<file path="src/rtl/ser_xmit.sv">
module ser_xmit #(
  parameter int FW = 11
) (
  input  logic       clk,
  input  logic       rst_n,
  input  logic       wr_en,
  input  logic       wr_sel,
  input  logic [7:0] wr_data,
  output logic       txd,
  output logic       rts,
  output logic       tx_irq,
  output logic       hold_empty
);
  localparam int CW = $clog2(FW + 1);

  logic [7:0]    ctrl, hold;
  logic          empty;
  logic [FW-1:0] sh, frm;
  logic [CW-1:0] cnt, len;
  logic [5:0]    pc, div_m1;

  wire [2:0] ws    = ctrl[4:2];
  wire [1:0] hs    = ctrl[6:5];
  wire mrst        = ctrl[1:0] == 2'b11;
  wire busy        = cnt != '0;
  wire tick        = pc == div_m1;
  wire last        = busy && tick && cnt == CW'(1);
  wire load        = !empty && !mrst && (!busy || last);
  wire par_en      = !(ws[2] && !ws[1]);
  wire two_stop    = !ws[1] && !(ws[2] && ws[0]);
  wire par_bit     = (ws[2] ? ^hold : ^hold[6:0]) ^ ws[0];

  assign div_m1 = (ctrl[1:0] == 2'b00) ? 6'd0 : (ctrl[1:0] == 2'b01) ? 6'd15 : 6'd63;
  assign len    = CW'(1) + (ws[2] ? CW'(8) : CW'(7)) + CW'(par_en) + (two_stop ? CW'(2) : CW'(1));

  always_comb begin
    frm      = '1;
    frm[0]   = 1'b0;
    frm[7:1] = hold[6:0];
    if (ws[2]) begin
      frm[8] = hold[7];
      if (par_en) frm[9] = par_bit;
    end else begin
      frm[8] = par_bit;
    end
  end

  always_ff @(posedge clk or negedge rst_n) begin
    if (!rst_n) begin
      ctrl  <= 8'h03;
      hold  <= '0;
      empty <= 1'b1;
      sh    <= '1;
      cnt   <= '0;
      pc    <= '0;
    end else begin
      if (wr_en && !wr_sel) ctrl <= wr_data;
      if (mrst) begin
        empty <= 1'b1;
        cnt   <= '0;
        pc    <= '0;
        sh    <= '1;
      end else begin
        if (load) begin
          sh    <= frm;
          cnt   <= len;
          pc    <= '0;
          empty <= 1'b1;
        end else if (busy) begin
          if (tick) begin
            pc  <= '0;
            sh  <= {1'b1, sh[FW-1:1]};
            cnt <= cnt - CW'(1);
          end else begin
            pc <= pc + 6'd1;
          end
        end
        if (wr_en && wr_sel) begin
          hold  <= wr_data;
          empty <= 1'b0;
        end
      end
    end
  end

  assign txd        = (hs == 2'b11) ? 1'b0 : (busy ? sh[0] : 1'b1);
  assign rts        = hs == 2'b10;
  assign tx_irq     = empty && hs == 2'b01;
  assign hold_empty = empty;
endmodule


</file>
<file path="config.mk">
export PLATFORM = sky130hd
export DESIGN_NAME = ser_xmit
export DESIGN_NICKNAME = d
export VERILOG_FILES = /design/src/rtl/ser_xmit.sv
export SDC_FILE = /design/constraint.sdc
export NUM_CORES = 1
export LEC_CHECK = 0
export ABC_AREA = 1
export BUFFER_PORTS_ARGS = -buffer_cell sky130_fd_sc_hd__buf_2
export CAP_MARGIN = 30
export CORE_ASPECT_RATIO = 1.1
export CORE_MARGIN = 4
export CORE_UTILIZATION = 45
export DETAILED_ROUTE_END_ITERATION = 10
export GPL_TIMING_DRIVEN = 0
export HOLD_SLACK_MARGIN = 0.15
export PLACE_DENSITY = 0.66
export SYNTH_ARGS = -nofsm -noshare
export SYNTH_HDL_FRONTEND = slang
export SYNTH_SLANG_ARGS = --single-unit
</file>
<file path="constraint.sdc">
create_clock -name clk -period 2.48 [get_ports clk]
set_input_delay 0.248 -clock clk [delete_from_list [all_inputs] [get_ports clk]]
set_output_delay 0.248 -clock clk [all_outputs]
set_load 0.02 [all_outputs]
</file>
==> flow_summary_export.csv <==
group,metric,value,unit
routing,firstDrtPassIters,5,
timing,finalMaxSlewViolations,0,
logic_synthesis,syn_avg_cell_area,7.40,sq um
timing,setup_viol,0,
timing,grt_setup_unrepaired,"no",
floorplanning,row_count,26,
logic_synthesis,postSynthCellCount,304,
critical_path,path_max_fanout,8,
timing,fmax,448,MHz
logic_synthesis,ys_async_sr_fraction,100,%
clock_network,post_cts_buffers,0,
placement,place.gp.congestion,0.789,
critical_path,cp.buffers_inverters,1,
placement,placed_area,0.00239,sq mm
finish,fill_cells,465,
floorplanning,die_area,0.00619,sq mm
min_path,min_path_type,"in2reg",
routing,wl_per_cell,12.6,um
power_and_ir_drop,peakVddDrop,0.525,mV
logic_synthesis,synthFlopType,"dfrtp_1",
global_routing,grt_util_all_layers,18.1,%
global_routing,antenna_found_initial,0,
power_and_ir_drop,p_leak,0.00133,uW
logic_synthesis,synth_seq_area_share,40.8,%
routing,final_antenna_net_count,0,
routing,vias,1905,
timing,worst_slew_pin_slew,0.809,ns
power_and_ir_drop,power_density,1080,mW/mm^2
critical_path,startpoint_type,"flop",
finish,area_delta_synth_final,10.4,%
critical_path,crit_top_cell,"nand2_1",
outcome,status,"finished, final reports clean",
clock_network,cts_made_buffers,5,
critical_path,cp_data_arrival_time,2.47,ns
timing,hold_violations,0,
timing,post-route-period-util,90.1,%
global_routing,grt_pass1_vias,1864,
finish,final_util,52.2,%
logic_synthesis,mappedNetlistArea,0.00225,sq mm
logic_synthesis,yosys.area.top_type,"dfrtp_1",
global_routing,gr-total-overflow,0,
critical_path,cp.required,2.72,ns
clock_network,cts_tree,"built",
floorplanning,core,0.00475,sq mm
logic_synthesis,synth_top_area_share,25.6,%
routing,via_per_inst,4.97,
routing,wl,4.81,mm
clock_network,cts_root_buf,"clkbuf_8",
timing,maxSlewHeadroom,46.1,%
logic_synthesis,synth_edf_count,0,
placement,dpl.cell_count,375,
critical_path,cp-end-kind,"flop",
placement,dp_hpwl,3.56,mm
clock_network,clk_latency,0.29,ns
timing,finalCriticalPeriod,2.23,ns
critical_path,cpMaxStageDelayCell,"dfrtp_1",
routing,drtIter0Drc,104,
timing,fin_setup_tns,0,ns
clock_network,clk_path_buf_depth,2,
finish,instances_no_fill,383,
floorplanning,ios,16,
routing,drc,0,
logic_synthesis,ys_warn_count,0,
global_routing,grt_max_degree,37,
logic_synthesis,yosys-top-cells-count,"nand2_1 (102), nand3_1 (39), inv_1 (35)",
critical_path,crit_family,"simple AND/OR/NAND/NOR gates",
critical_path,max_stage_delay,0.47,ns
floorplanning,fp.dieH,82.1,um
finish,diodes,0,
critical_path,path_cells,"nand2_1, inv_1, nor2_1, ha_1, or2_2, fa_1, xnor2_1, nand3_1, nand2_1, nand3_1, nand2_1",
logic_synthesis,netlist_top_cells_area,"dfrtp_1 (26%), nand2_1 (17%), dfstp_2 (15%)",
timing,skew,0.00962,ns
floorplanning,start_util,47.3,%
power_and_ir_drop,power,2690,uW
run,drv_cap,0,
logic_synthesis,ys_seq_elements,36,
finish,drive_above_1_share,17.1,%
finish,final_cell_area,0.00248,sq mm
placement,portBuffers,15,
floorplanning,die_x,75.4,um
clock_network,cts.htree.levels,2,
logic_synthesis,synth_nets,325,
critical_path,crit_type,"reg2reg",
clock_network,cts.sink_count,36,
logic_synthesis,yosysMostFrequentCell,"nand2_1",
logic_synthesis,ys_types,30,
clock_network,cts.clk_slew.worst_paths,0.08,ns
finish,fin_nets,347,
global_routing,grt_pass1_wl,8.51,mm
==> sequential cells by signal (all words and copies together) (netlist names) <==
signal	flops
cnt	4
ctrl	7
hold	8
hold_empty	1
pc	6
sh	10
==> placed cells by master (no fill, tap or decap) <==
cell / n
nand2_1: 102
nand3_1: 39
inv_1: 35
dfrtp_1: 23
o21ai_0: 20
buf_2: 18
nor2_1: 17
dfstp_2: 13
ha_1: 8
a21oi_1: 5
xor2_1: 5
clkbuf_8: 5
nand2_2: 4
buf_6: 4
xnor2_1: 4
clkbuf_1: 4
inv_2: 2
nand3_2: 2
nand2_4: 2
nor3_1: 2
or2_2: 1
nor3b_1: 1
nor2_2: 1
and2_1: 1
o21ai_2: 1
nor3_2: 1
nand4_1: 1
mux2_2: 1
o31ai_1: 1
nand3b_1: 1
fa_1: 1
clkinv_2: 1
dlygate4sd3_1: 1
==> worst paths after layout <==
kind	startpoint	endpoint	slack (ns)	depth (start not counted)
hold reg to reg	sh[5]	sh[5]	0.47	2
hold / removal	wr_data[7]	hold[7]	0.19	2
setup reg to reg	ctrl[4]	cnt[2]	0.25	11
max in group asynchronous	rst_n	cnt[1]	1.39	2
setup / recovery	ctrl[4]	cnt[2]	0.25	11
min in group asynchronous	rst_n	pc[1]	0.58	2
==> layout make-up <==
cell class	count	area, sq um	share of cell area (%)
multi-input cells	221	1120	45.2
flip-flops and latches	36	917	37.0
inverters	37	139	5.60
repair buffers	16	85.1	3.43
clock buffers	7	76.3	3.08
well taps	56	70.1	2.82
plain buffers	9	67.6	2.72
clock inverters	1	5.00	0.202
==> per-stage QoR <==
stage | hold slack [ns] | setup WS (ns)
final | 0.193 | 0.246
after global routing | 0.199 | 0.115
after CTS | 0.187 | 0.116
after detailed placement | 0.386 | 0.131
after global placement | 0.384 | 0.150
after floorplan | -0.0476 | 0.377
==> timing repair <==
| item | in CTS | in global routing |
|---|---|---|
| endpoints found under the setup margin | 0 | 1 |
| gates resized for setup | 0 | 0 |
| hold buffers | 1 | 0 |
| endpoints found under the hold margin | 23 | 0 |
==> metal layers <==
metal,vias to the layer above,wire [um],GRT usage (%)
met5,-,0,0
met4,0,95,6.29
met3,10,113,3.63
met2,23,2420,32.1
met1,872,2180,21.5
li1,1000,-,-
==> power breakdown <==
group	leakage (uW)	switching (uW)	internal, uW
Clock	0.0000422	212	197
Sequential	0.000426	169	833
Combinational	0.000865	791	487
Total	0.00133	1170	1520
==> logic make-up (layout without fill, tap and decap cells) <==
| kind of cell | after synthesis | after routing | synth area share, % |
|---|---|---|---|
| simple gates | 175 | 175 | 34.2 |
| buf+inv | 47 | 70 | 9.35 |
| mux | 1 | 1 | 0.501 |
| flops | 36 | 36 | 40.8 |
| fa+ha+maj | 9 | 9 | 5.34 |
| xor+xnor | 9 | 9 | 3.51 |
| compound gates | 27 | 27 | 6.29 |
No activity file was read; power rests on OpenSTA's default activity.
